## config.mk

```make
export PLATFORM = sky130hd
export DESIGN_NAME = cfg_shadow_ctrl
export DESIGN_NICKNAME = d
export VERILOG_FILES = /design/src/rtl/cfg_shadow_pkg.sv /design/src/rtl/cfg_shadow_tx.sv /design/src/rtl/cfg_shadow_regs.sv /design/src/rtl/cfg_shadow_seq.sv /design/src/rtl/cfg_shadow_ctrl.sv
export SDC_FILE = /design/constraint.sdc
export NUM_CORES = 1
export LEC_CHECK = 0
export CAP_MARGIN = 15
export CORE_UTILIZATION = 53
export CTS_CLUSTER_DIAMETER = 120
export DETAILED_ROUTE_END_ITERATION = 16
export GPL_ROUTABILITY_DRIVEN = 1
export PLACE_DENSITY = 0.87
export SKIP_LAST_GASP = 1
export SYNTH_ARGS = -nofsm -noshare
export SYNTH_HDL_FRONTEND = slang
export SYNTH_SLANG_ARGS = --single-unit
```

## constraint.sdc

```tcl
create_clock -name clk -period 2.36 [get_ports clk]
set_clock_uncertainty 0.1 [all_clocks]
set_input_delay 0.354 -clock clk [delete_from_list [all_inputs] [get_ports clk]]
set_output_delay 0.354 -clock clk [all_outputs]
set_load 0.02 [all_outputs]
```

## src/rtl/cfg_shadow_pkg.sv

```systemverilog
package cfg_shadow_pkg;
  typedef enum logic [1:0] {
    OWN_NONE = 2'd0,
    OWN_EXT  = 2'd1,
    OWN_W0   = 2'd2,
    OWN_W1   = 2'd3
  } owner_e;
endpackage

```

## src/rtl/cfg_shadow_tx.sv

```systemverilog
module cfg_shadow_tx #(
  parameter int FRAME_W = 40
) (
  input  logic               clk,
  input  logic               rst_n,
  input  logic               start,
  input  logic [FRAME_W-1:0] frame,
  output logic               busy,
  output logic               last,
  output logic               sdata,
  output logic               svalid,
  output logic               done
);
  localparam int CNT_W = $clog2(FRAME_W + 1);

  logic [FRAME_W-1:0] shreg, shreg_n;
  logic [CNT_W-1:0]   cnt, cnt_n;
  logic               busy_n, done_n;

  always_comb begin
    shreg_n = shreg;
    cnt_n   = cnt;
    busy_n  = busy;
    done_n  = 1'b0;
    if (start) begin
      shreg_n = frame;
      cnt_n   = CNT_W'(FRAME_W);
      busy_n  = 1'b1;
    end else if (busy) begin
      shreg_n = {shreg[FRAME_W-2:0], 1'b0};
      cnt_n   = cnt - 1'b1;
      if (last) begin
        busy_n = 1'b0;
        done_n = 1'b1;
      end
    end
  end

  always_ff @(posedge clk or negedge rst_n) begin
    if (!rst_n) begin
      shreg <= '0;
      cnt   <= '0;
      busy  <= 1'b0;
      done  <= 1'b0;
    end else begin
      shreg <= shreg_n;
      cnt   <= cnt_n;
      busy  <= busy_n;
      done  <= done_n;
    end
  end

  assign last   = busy && (cnt == CNT_W'(1));
  assign sdata  = shreg[FRAME_W-1];
  assign svalid = busy;

  assert_start_idle_R9: assert property (@(posedge clk) disable iff (!rst_n)
    start |-> !busy);
  assert_done_after_last_R2: assert property (@(posedge clk) disable iff (!rst_n)
    $fell(busy) |-> done);
  assert_done_single_R2: assert property (@(posedge clk) disable iff (!rst_n)
    done |=> !done);
endmodule

```

## src/rtl/cfg_shadow_regs.sv

```systemverilog
module cfg_shadow_regs #(
  parameter int DATA_W = 32
) (
  input  logic                   clk,
  input  logic                   rst_n,
  input  logic                   host_we,
  input  logic [1:0]             host_addr,
  input  logic [DATA_W-1:0]      host_wdata,
  output logic [DATA_W-1:0]      host_rdata,
  input  logic [1:0]             complete,
  input  logic [1:0]             inflight,
  input  logic                   go_clr,
  input  logic                   busy,
  output logic [1:0][DATA_W-1:0] shadow,
  output logic [1:0]             pend,
  output logic                   go,
  output logic                   shen
);
  localparam logic [1:0] CTRL_ADDR = 2'd2;
  localparam logic [1:0] STAT_ADDR = 2'd3;

  logic ctrl_wr;
  logic go_n, shen_n;

  assign ctrl_wr = host_we && (host_addr == CTRL_ADDR);

  for (genvar i = 0; i < 2; i++) begin : g_word
    logic wr_i, pend_n, rearm, rearm_n;
    assign wr_i = host_we && (host_addr == 2'(i));

    always_comb begin
      pend_n  = pend[i];
      rearm_n = rearm;
      if (complete[i])                rearm_n = 1'b0;
      else if (wr_i && inflight[i])   rearm_n = 1'b1;
      if (wr_i)                       pend_n  = 1'b1;
      else if (complete[i] && !rearm) pend_n  = 1'b0;
    end

    always_ff @(posedge clk or negedge rst_n) begin
      if (!rst_n) begin
        shadow[i] <= '0;
        pend[i]   <= 1'b0;
        rearm     <= 1'b0;
      end else begin
        if (wr_i) shadow[i] <= host_wdata;
        pend[i] <= pend_n;
        rearm   <= rearm_n;
      end
    end

    assert_pend_fall_R10: assert property (@(posedge clk) disable iff (!rst_n)
      $fell(pend[i]) |-> $past(complete[i]));
  end

  always_comb begin
    go_n   = go;
    shen_n = shen;
    if (go_clr) go_n = 1'b0;
    if (ctrl_wr) begin
      shen_n = host_wdata[0];
      if (host_wdata[1]) go_n = 1'b1;
    end
  end

  always_ff @(posedge clk or negedge rst_n) begin
    if (!rst_n) begin
      go   <= 1'b0;
      shen <= 1'b0;
    end else begin
      go   <= go_n;
      shen <= shen_n;
    end
  end

  always_comb begin
    host_rdata = '0;
    case (host_addr)
      2'd0:      host_rdata = shadow[0];
      2'd1:      host_rdata = shadow[1];
      CTRL_ADDR: host_rdata[1:0] = {go, shen};
      STAT_ADDR: host_rdata[2:0] = {busy, pend};
      default:   host_rdata = '0;
    endcase
  end

  assert_go_fall_R8: assert property (@(posedge clk) disable iff (!rst_n)
    $fell(go) |-> $past(go_clr));
endmodule

```

## src/rtl/cfg_shadow_seq.sv

```systemverilog
module cfg_shadow_seq
  import cfg_shadow_pkg::*;
#(
  parameter int                 DATA_W    = 32,
  parameter int                 RADDR_W   = 8,
  parameter logic [RADDR_W-1:0] ADDR_BASE = 8'h20,
  localparam int                FRAME_W   = RADDR_W + DATA_W
) (
  input  logic                   clk,
  input  logic                   rst_n,
  input  logic                   shen,
  input  logic                   go,
  input  logic                   sync,
  input  logic [1:0]             pend,
  input  logic [1:0][DATA_W-1:0] shadow,
  input  logic                   ext_req,
  input  logic [RADDR_W-1:0]     ext_addr,
  input  logic [DATA_W-1:0]      ext_data,
  input  logic                   tx_busy,
  input  logic                   tx_last,
  output logic                   launch,
  output logic [FRAME_W-1:0]     frame,
  output logic                   ext_gnt,
  output logic [1:0]             complete,
  output logic [1:0]             inflight,
  output logic                   go_clr,
  output logic                   run
);
  owner_e     owner, owner_n;
  logic [1:0] sel, sel_n, sel_left;
  logic       run_n;
  logic       launch_reg, pick;

  always_comb begin
    launch_reg = 1'b0;
    ext_gnt    = 1'b0;
    pick       = 1'b0;
    if (!tx_busy) begin
      if (run) begin
        launch_reg = |sel;
        pick       = !sel[0];
      end else if (ext_req) begin
        ext_gnt = 1'b1;
      end else if (!shen && (|pend)) begin
        launch_reg = 1'b1;
        pick       = !pend[0];
      end
    end
    launch = launch_reg || ext_gnt;
    frame  = ext_gnt ? {ext_addr, ext_data}
                     : {ADDR_BASE + RADDR_W'(pick), shadow[pick]};
  end

  assign complete[0] = tx_last && (owner == OWN_W0);
  assign complete[1] = tx_last && (owner == OWN_W1);
  assign inflight[0] = (owner == OWN_W0);
  assign inflight[1] = (owner == OWN_W1);
  assign sel_left    = sel & ~complete;

  always_comb begin
    owner_n = owner;
    if (tx_last)         owner_n = OWN_NONE;
    if (ext_gnt)         owner_n = OWN_EXT;
    else if (launch_reg) owner_n = pick ? OWN_W1 : OWN_W0;
  end

  always_comb begin
    run_n  = run;
    sel_n  = sel;
    go_clr = 1'b0;
    if (run) begin
      if (|complete) begin
        sel_n = sel_left;
        if (sel_left == 2'b00) begin
          run_n  = 1'b0;
          go_clr = 1'b1;
        end
      end
    end else if (shen && go && sync) begin
      if (pend == 2'b00) begin
        go_clr = 1'b1;
      end else begin
        run_n = 1'b1;
        sel_n = pend;
      end
    end
  end

  always_ff @(posedge clk or negedge rst_n) begin
    if (!rst_n) begin
      owner <= OWN_NONE;
      sel   <= 2'b00;
      run   <= 1'b0;
    end else begin
      owner <= owner_n;
      sel   <= sel_n;
      run   <= run_n;
    end
  end

  assert_no_ext_in_run_R9: assert property (@(posedge clk) disable iff (!rst_n)
    run |-> !ext_gnt);
  assert_low_first_R7: assert property (@(posedge clk) disable iff (!rst_n)
    (run && $rose(inflight[1])) |-> !sel[0]);
  assert_run_needs_go_R4: assert property (@(posedge clk) disable iff (!rst_n)
    $rose(run) |-> $past(sync && go && shen));
endmodule

```

## src/rtl/cfg_shadow_ctrl.sv

```systemverilog
module cfg_shadow_ctrl #(
  parameter int                 DATA_W    = 32,
  parameter int                 RADDR_W   = 8,
  parameter logic [RADDR_W-1:0] ADDR_BASE = 8'h20
) (
  input  logic               clk,
  input  logic               rst_n,
  input  logic               host_we,
  input  logic [1:0]         host_addr,
  input  logic [DATA_W-1:0]  host_wdata,
  output logic [DATA_W-1:0]  host_rdata,
  input  logic               upd_sync,
  input  logic               ext_req,
  input  logic [RADDR_W-1:0] ext_addr,
  input  logic [DATA_W-1:0]  ext_data,
  output logic               ext_gnt,
  output logic               ser_data,
  output logic               ser_valid,
  output logic               ser_done
);
  localparam int FRAME_W = RADDR_W + DATA_W;

  logic [1:0][DATA_W-1:0] shadow;
  logic [1:0]             pend, complete, inflight;
  logic                   go, shen, go_clr, run;
  logic                   launch, tx_busy, tx_last;
  logic [FRAME_W-1:0]     frame;

  cfg_shadow_regs #(.DATA_W(DATA_W)) u_regs (
    .clk        (clk),
    .rst_n      (rst_n),
    .host_we    (host_we),
    .host_addr  (host_addr),
    .host_wdata (host_wdata),
    .host_rdata (host_rdata),
    .complete   (complete),
    .inflight   (inflight),
    .go_clr     (go_clr),
    .busy       (tx_busy || run),
    .shadow     (shadow),
    .pend       (pend),
    .go         (go),
    .shen       (shen)
  );

  cfg_shadow_seq #(
    .DATA_W    (DATA_W),
    .RADDR_W   (RADDR_W),
    .ADDR_BASE (ADDR_BASE)
  ) u_seq (
    .clk      (clk),
    .rst_n    (rst_n),
    .shen     (shen),
    .go       (go),
    .sync     (upd_sync),
    .pend     (pend),
    .shadow   (shadow),
    .ext_req  (ext_req),
    .ext_addr (ext_addr),
    .ext_data (ext_data),
    .tx_busy  (tx_busy),
    .tx_last  (tx_last),
    .launch   (launch),
    .frame    (frame),
    .ext_gnt  (ext_gnt),
    .complete (complete),
    .inflight (inflight),
    .go_clr   (go_clr),
    .run      (run)
  );

  cfg_shadow_tx #(.FRAME_W(FRAME_W)) u_tx (
    .clk    (clk),
    .rst_n  (rst_n),
    .start  (launch),
    .frame  (frame),
    .busy   (tx_busy),
    .last   (tx_last),
    .sdata  (ser_data),
    .svalid (ser_valid),
    .done   (ser_done)
  );
endmodule

```

Yosys cells after proc, flatten, opt, wreduce, memory -nomap -nowiden --
Cells that the tools add are included.
Cells by class: $add $sub $neg 2, $lt $le $gt $ge 1, equality and inequality tests 8, muxes and demuxes 56, bitwise operators 2, reductions and logical operators 34
Operator list (count):
- 2-to-1 mux 40 bit | 3
- 2-to-1 mux 32 bit | 2
- one-hot mux 29 bit (2 select lines) | 1
- 2-to-1 mux 1 bit | 39
- 2-to-1 mux 2 bit | 7
- logical AND 1 bit | 13
- 2-to-1 mux 6 bit | 2
- nonzero test 2 bit | 6
- == test 2 bit (second input constant) | 4
- one-hot mux 2 bit (4 select lines) | 1
- adder 6 x 1 -> 7 bit (first input constant) | 1
- == test 6 x 1 -> 1 bit (second input constant) | 1
- zero test 2 bit | 3
- OR reduction 2 bit | 3
- subtractor 6 x 1 -> 6 bit (second input constant) | 1
- zero test 1 bit | 5
- one-hot mux 1 bit (3 select lines) | 1
- AND reduction 3 bit | 1
- nonzero test 3 bit | 1
- bitwise AND 2 bit | 1
- == test 2 x 1 -> 1 bit (second input constant) | 1
- logical OR 1 bit | 2
- < comparator 1 x 2 -> 1 bit (second input constant) | 1
- != test 2 x 1 -> 1 bit (second input constant) | 1
- other kinds (2) | 2
Storage, ports and cells: bits in registers 123, input port bits 79, output and inout bits 36, word-level logic and storage cells 118

Logic depth before layout (Yosys ltp) --
Gate-level depths: netlist of run 1.
word-level depth 12, depth in mapped cells 7, gate-level depth less buffers 6

Cells and area by module --
Synthesis of run 1 repeated with hierarchy kept, for this count alone.
Unflattened totals: cells, all modules 635, area, all modules 6715.2 um^2
Modules (own cells, without submodules):
- cfg_shadow_regs | times used 1, cells an instance 229, area an instance 3159.3 um^2, sequential area each 1751.7 um^2
- cfg_shadow_tx | times used 1, cells an instance 210, area an instance 2212.1 um^2, sequential area each 1201.2 um^2
- cfg_shadow_seq | times used 1, cells an instance 195, area an instance 1337.5 um^2, sequential area each 125.1 um^2
- cfg_shadow_ctrl | times used 1, cells an instance 1, area an instance 6.3 um^2, sequential area each 0.0 um^2

Worst setup path before layout of run 1 --
OpenSTA, ideal clock, no wires.
path type reg2reg, start reg u_tx.cnt[1], end reg u_regs.go, setup time 122 ps, arrival time 1615 ps, data required time 2138 ps, slack 524 ps, stages on the path, launching flop included 7, path buffers 0, clock period less this slack 1836 ps, cells stage by stage dfrtp_1 -> inv_1 -> ha_1 -> or4b_4 -> nor3_4 -> nand3_1 -> a32o_1
On the way: cells in the longest elaborated chain, start to end 12, elaborated cells between the ends (all ways) 14, classes of those cells eq/ne (1); mux (6); bitwise (2); reduce/logical (5)
RTL lines:
- start: declaration | RTL line cfg_shadow_tx.sv:17 | logic [CNT_W-1:0] cnt, cnt_n;
- start signal: assignment | RTL line cfg_shadow_tx.sv:47 | cnt <= cnt_n;
- == test 6 x 1 -> 1 bit * | RTL line cfg_shadow_tx.sv:53 | assign last = busy && (cnt == CNT_W'(1));
- logical AND 1 bit * | RTL line cfg_shadow_tx.sv:53
- logical AND 1 bit (on tied branches) | RTL line cfg_shadow_seq.sv:54, cfg_shadow_seq.sv:55
- NOT 2 bit | RTL line cfg_shadow_seq.sv:58 | assign sel_left = sel & ~complete;
- bitwise AND 2 bit | RTL line cfg_shadow_seq.sv:58
- zero test 2 bit | RTL line cfg_shadow_seq.sv:74 | if (sel_left == 2'b00) begin
- 2-to-1 mux 1 bit | RTL line cfg_shadow_seq.sv:74
- 2-to-1 mux 1 bit * | RTL line cfg_shadow_seq.sv:72 | if (|complete) begin
- 2-to-1 mux 1 bit * | RTL line cfg_shadow_seq.sv:71 | if (run) begin
- 2-to-1 mux 1 bit * | RTL line cfg_shadow_regs.sv:59 | if (go_clr) go_n = 1'b0;
- 2-to-1 mux 1 bit | RTL line cfg_shadow_regs.sv:62 | if (host_wdata[1]) go_n = 1'b1;
- 2-to-1 mux 1 bit * | RTL line cfg_shadow_regs.sv:60 | if (ctrl_wr) begin
- named net u_regs.go_n | RTL line cfg_shadow_regs.sv:23 | logic go_n, shen_n;
- end signal: assignment | RTL line cfg_shadow_regs.sv:71 | go <= go_n;
- end: declaration | RTL line cfg_shadow_regs.sv:16 | output logic go,
Mark *: on every way through the listed nets, which the timed path passes. The rest lies on a longest branch. A chain may end at the register's enable or synchronous reset.

Final worst setup path of run 1 --
start reg u_tx.busy, end out ser_valid
RTL lines:
- start: declaration | RTL line cfg_shadow_tx.sv:8 | output logic busy,
- start signal: assignment | RTL line cfg_shadow_tx.sv:48 | busy <= busy_n;
- end: declaration | RTL line cfg_shadow_ctrl.sv:18 | output logic ser_valid,
No word-level cell between the ends.

==> summary.txt, run 1 <==
Timing
  • Worst-margin pin slew: 0.656 ns
  • FMAX: 0.437 GHz
  • Finish-stage setup viols: 0
  • RSZ-0062 raised after global routing: true
  • Hold Slack: 0.281 ns
  • Final cycle utilization of the critical path: 0.969
  • Final number of hold-violating endpoints: 0
  • Max-slew headroom: 0.556
  • Tmin final: 2.29 ns
  • Fin. max-slew vios: 0

Outcome
  • Status: finished, final reports clean

Placed design
  • Dpl hpwl: 10,500 um
  • GP Congestion: 0.812
  • Port Buffers: 114
  • Area after DPL: 7530 sq um

Die
  • Die area: 12,000 sq um
  • Initial Utilization: 0.556
  • Die Span X: 110 um
  • Core Rows: 38
  • Ports: 115
  • Die H: 110 um
  • Core box area: 11,000 sq um

Routing
  • Initial DRC Count: 277
  • DR top layer: met4
  • Via density: 6.14
  • Drt drc: 0
  • WL met2: 8570 um
  • Wire per inst: 20.8 um
  • First drt pass iteration count: 5
  • Final WL: 16,500 um
  • Met1 WL: 6300 um
  • Antenna viol nets, final: 0
  • Via count: 4,869
  • Routed length on met3: 997 um

Logic synthesis
  • Mux cell area share after synthesis: 0.285
  • Post-Synth XOR/XNOR Area: 0.00572
  • Flops & latches, synth: 123
  • Synth Area in Compound Gates: 0.106
  • Post-synth cell types: 40
  • Synth async-reset ratio: 1.00
  • Yosys top cell by area: dfrtp_1
  • Main combinational cell family by area after synthesis: multiplexers
  • Adder-Cell Fraction of Synth Area: 0.00408
  • Post-synth EDFFs: 0
  • Register area share after synthesis: 0.502
  • Synth top area share: 0.502
  • Warnings, synthesis: 0
  • Synth Flop Type: dfrtp_1
  • Mean Syn Cell Area: 11.8 sq um
  • Top cells by area, synth: dfrtp_1 (50%), mux2_2 (18%), mux2i_1 (10%)
  • Synthesized net count: 602
  • Post-Syn Instances: 521
  • Mapped cell area: 6130 sq um
  • Simple-Gate Fraction of Synth Area: 0.0645

Clock network
  • Clk pin slew, worst setup/hold paths: 0.06 ns
  • Clock Sinks: 123
  • CTS root buf: clkbuf_16
  • CTS Buf Count: 17
  • Worst-Skew Late Latency: 0.41 ns
  • H-tree depth: 4
  • CTS tree: yes
  • Clk buf depth: 2

Finish
  • Fraction of layout cells with a size suffix above 1: 0.247
  • Nets@finish: 721
  • Design Area, Final: 8080 sq um
  • Area grow syn2layout: 31.7%
  • Ant diodes: 0

Pwr
  • Pwr dens: 1090 nW/um^2
  • Maximum vdd drop: 0.000566 V
  • Total power: 8.82 mW
  • LEAKAGE: 3.62 nW

Critical path
  • Crit Path Class: flip-flop to primary output
  • CP max stage delay: 0.69 ns
  • Crit-path max FO: 45
  • CP Cell Sequence: buf_6, clkdlybuf4s50_1
  • Critical Path RT: 1.91 ns
  • Worst path slowest cell: clkdlybuf4s50_1
  • Worst Setup End Kind: primary output
  • Startpoint Class: flip-flop
  • CP top delay family: buffers and inverters
  • Critical Path AT: 1.83 ns
  • CP Buf/Inv Count: 2
  • FF-to-FF setup slack: 0.25 ns

Global route
  • Largest net degree at the start of global routing: 54
  • Overall routing resource usage: 0.295
  • Grt total ovfl: 0
  • Antenna violations before repair: 0
  • First-pass GRT wire length: 26,300 um
  • Vias in the first global route: 5,194

Min path
  • Worst hold path type: primary input to async pin

Run
  • Max cap viols: 0
## stage by stage
stage / std cells / utilization / setup WS (ns) / setup TNS [ns]
after floorplan: 521 / - / 0.524 / 0
after global placement: 760 / 0.682 / 0.0994 / 0
after detailed placement: 760 / 0.682 / 0.0341 / 0
after CTS: 793 / 0.732 / 0.0601 / 0
after global routing: 793 / 0.732 / -0.00365 / -0.00365
final: 793 / 0.732 / 0.0726 / 0
## final cells by class
class | count | area (sq um)
fill | 719 | 2960
clock buffer | 18 | 439
tap | 140 | 175
clock inverter | 14 | 98.8
sequential | 123 | 3080
timing repair buffer | 136 | 1360
multi-input combinational | 353 | 2890
inverter | 9 | 33.8
## power breakdown
part	total, mW	internal (mW)	switching, mW
logic	3.15	1.57	1.58
registers	3.30	2.81	0.496
clock network	2.37	1.37	0.998
total	8.82	5.75	3.07
## repair_timing
action	4_1_cts	5_1_grt
gates cloned	0	0
setup buffers	0	0
gates resized for setup	4	0
pin swaps	0	0
endpoints found under the setup margin	4	1
endpoints found under the hold margin	21	0
hold buffers	1	0
## worst reg2reg max path, delay by kind of cell (launching register included)
family,cells,cell delay [ns]
and+or+nand+nor,2,0.48
DFF,1,0.38
AOI/OAI and AO/OA,2,0.63
buffers and inverters,2,0.41
## synthesized netlist by cell type, drive strengths merged, types with 7 or more instances
master,instances
a21oi,38
a2bb2oi,7
buf,24
clkbuf,12
dfrtp,123
inv,9
mux2,96
mux2i,62
nand2,16
nor2,43
o21ai,10
o22ai,31
## logic make-up after synthesis
kind of cell / Yosys count
AND/OR/NAND/NOR: 82
AO/OA/AOI/OAI: 105
multiplexers: 160
XOR/XNOR: 4
flip-flops: 123
buffers and inverters: 45
adder cells (fa/ha/maj): 2
## placed cells by master (no fill, tap or decap), types with 16 or more instances in the layout
| cell type | n |
|---|---|
| dfrtp_1 | 122 |
| clkdlybuf4s50_1 | 108 |
| mux2_2 | 96 |
| mux2i_1 | 62 |
| nor2_1 | 42 |
| a21oi_1 | 38 |
| o22ai_1 | 31 |
| clkbuf_16 | 17 |
| nand2_1 | 16 |
| buf_4 | 16 |
## routing by layer
layer,vias up,GRT usage
li1,2153,-
met1,2462,0.338
met2,203,0.522
met3,51,0.0563
met4,0,0.154
met5,-,0
## state kept, by name, indices dropped and copies added, names as in the netlist
signal               flops
u_regs.g_word.rearm      2
u_tx.cnt                 6
u_regs.shadow           64
u_seq.run                1
u_regs.shen              1
u_seq.owner              2
u_tx.shreg              40
u_regs.go                1
u_seq.sel                2
u_tx.busy                1
u_tx.done                1
u_regs.pend              2
## path summary, 6_finish.rpt
check | startpoint | to | depth (start not counted)
setup / recovery | u_tx.busy | ser_valid | 2
hold / removal | rst_n | u_regs.shadow[47] | 2
setup reg to reg | u_seq.run | u_tx.shreg[34] | 6
hold reg to reg | u_regs.g_word[0].rearm | u_regs.pend[0] | 2
max in group asynchronous | rst_n | u_tx.busy | 3
min in group clk | ext_addr[7] | u_tx.shreg[39] | 3
Power figures use the tool's default switching activity.
==> run 2, diff against run 1 <==
--- a/config.mk
+++ b/config.mk
@@ -6,11 +6,12 @@
 export NUM_CORES = 1
 export LEC_CHECK = 0
 export CAP_MARGIN = 15
-export CORE_UTILIZATION = 53
+export CORE_UTILIZATION = 55
 export CTS_CLUSTER_DIAMETER = 120
 export DETAILED_ROUTE_END_ITERATION = 16
 export GPL_ROUTABILITY_DRIVEN = 1
-export PLACE_DENSITY = 0.87
+export GPL_TIMING_DRIVEN = 1
+export PLACE_DENSITY = 0.9
 export SKIP_LAST_GASP = 1
 export SYNTH_ARGS = -nofsm -noshare
 export SYNTH_HDL_FRONTEND = slang
==> constraint.sdc (replaced) <==
create_clock -name clk -period 2.78 [get_ports clk]
set_clock_uncertainty 0.1 [all_clocks]
set_input_delay 0.417 -clock clk [delete_from_list [all_inputs] [get_ports clk]]
set_output_delay 0.417 -clock clk [all_outputs]
set_load 0.02 [all_outputs]
==> run 2 against run 1 <==
Core utilization is 1.4 points higher. Clock power is 7% lower. Routed wire length is 3.9% lower.
==> summary.txt, run 2 (synthesis results as in run 1) <==
Placed design
  • Area after DPL: 7480 sq um
  • Post-Place Worst Slack: 0.423 ns
  • Dpl hpwl: 10,300 um
  • GP Congestion: 0.799
  • Port Buffers: 114

Finish
  • Most flops, register: u_regs.shadow
  • Nets@finish: 720
  • Area grow syn2layout: 32.0%
  • Ant diodes: 0
  • Design Area, Final: 8090 sq um
  • Biggest regs: u_regs.shadow: 64 flops, u_tx.shreg: 40 flops, u_tx.cnt: 6 flops
  • Commonest non-fill, non-tap cells in the layout: dfrtp_1 (122), clkdlybuf4s50_1 (111), mux2_2 (96)
  • Most common cell after layout, fill and taps aside: dfrtp_1
  • Post-layout util: 0.746
  • Fraction of layout cells with a size suffix above 1: 0.245
  • Largest register FFs: 64

Global route
  • Grt total ovfl: 0
  • Largest net degree at the start of global routing: 56
  • Overall routing resource usage: 0.296
  • Antenna violations before repair: 0
  • Vias in the first global route: 5,209
  • First-pass GRT wire length: 25,700 um

Critical path
  • Worst Setup End Kind: primary output
  • Reg2reg start: u_seq.run
  • Crit Path Class: flip-flop to primary output
  • Critical Path AT: 2.12 ns
  • R2R depth: 6
  • RR Endpoint: u_tx.shreg[29]
  • Startpoint Class: flip-flop
  • Critical Path RT: 2.26 ns
  • Crit-path max FO: 8
  • FF-to-FF setup slack: 0.63 ns

Routing
  • Final WL: 15,800 um
  • Wire per inst: 20.0 um
  • First drt pass iteration count: 4
  • Via density: 6.08
  • Initial DRC Count: 252
  • Drt drc: 0
  • Antenna viol nets, final: 0
  • Via count: 4,813

Timing
  • RSZ-0062 raised after global routing: false
  • Tmin final: 2.64 ns
  • Max-slew headroom: 0.626
  • Final cycle utilization of the critical path: 0.949
  • Setup WS post-layout: 0.143 ns
  • Worst-margin pin slew: 0.562 ns
  • Final number of hold-violating endpoints: 0
  • Fin. max-slew vios: 0
  • Setup TNS: 0 ns
  • Hold Slack: 0.335 ns
  • Finish-stage setup viols: 0
  • FMAX: 0.379 GHz

Die
  • Initial Utilization: 0.565
  • Core box area: 10,800 sq um
  • Die H: 108 um
  • Die Span X: 108 um
  • Core Rows: 38
  • Ports: 115
  • Die area: 11,600 sq um

Clock network
  • CTS Buf Count: 17
  • Clock Sinks: 123
  • Clk pin slew, worst setup/hold paths: 0.06 ns
  • CTS tree: yes
  • Post-CTS Setup Inserts: 0
  • CTS root buf: clkbuf_8
  • Worst-Skew Late Latency: 0.53 ns
  • Clk buf depth: 2
  • H-tree depth: 4

Min path
  • Worst hold path type: primary input to async pin

Pwr
  • Maximum vdd drop: 0.000521 V
  • Pwr dens: 944 nW/um^2
  • LEAKAGE: 3.62 nW

Outcome
  • Status: finished, final reports clean

Run
  • Max cap viols: 0
==> run 2: critical path: stages (launching register included) <==
cell and delay [ns]:
dfrtp_2 0.47, nor2_1 0.20, a21oi_1 0.10, a22o_1 0.27, clkdlybuf4s50_1 0.54
==> run 2: area by class of cell <==
| cell class | count | area [sq um] |
|---|---|---|
| Sequential cell | 123 | 3080 |
| Multi-Input combinational cell | 353 | 2890 |
| Fill cell | 692 | 2750 |
| Timing Repair Buffer | 135 | 1310 |
| Clock buffer | 20 | 455 |
| Tap cell | 140 | 175 |
| Clock inverter | 12 | 144 |
| Inverter | 9 | 33.8 |
==> run 2: where the power goes <==
part           total, mW  switching [mW]  internal (mW)
registers           2.81           0.430           2.38
logic               2.61            1.28           1.32
clock network       2.21           0.786           1.43
total               7.63            2.50           5.14
==> run 2: metrics by stage <==
step / power [mW] / std cells
floorplan: 4.51 / 521
global placement: 5.16 / 759
detailed placement: 5.34 / 759
CTS: 7.64 / 792
global route: 8.04 / 792
finish: 7.63 / 792
==> run 2: worst max path at each step <==
stage,slack (ns),end,from
2_1_floorplan,0.85,host_rdata[10],host_addr[0]
6_report,0.14,host_rdata[2],u_tx.busy
4_1_cts,0.14,host_rdata[2],u_tx.busy
3_3_place_gp,0.44,host_rdata[3],host_addr[0]
5_1_grt,0.03,host_rdata[2],u_tx.busy
3_5_place_dp,0.42,u_tx.shreg[39],ext_req
==> run 2: repair_timing <==
item / in CTS / in global routing
hold endpoints to repair: 41 / 0
hold buffers: 1 / 0
resized for setup: 0 / 0
==> run 2: per-layer routing <==
metal	share of wire	GRT usage	up-vias	wire, um
met5	0	0	-	0
met2	0.51	0.498	171	8020
met3	0.053	0.0696	37	847
li1	-	-	2152	-
met4	0.030	0.128	0	482
met1	0.41	0.364	2453	6500
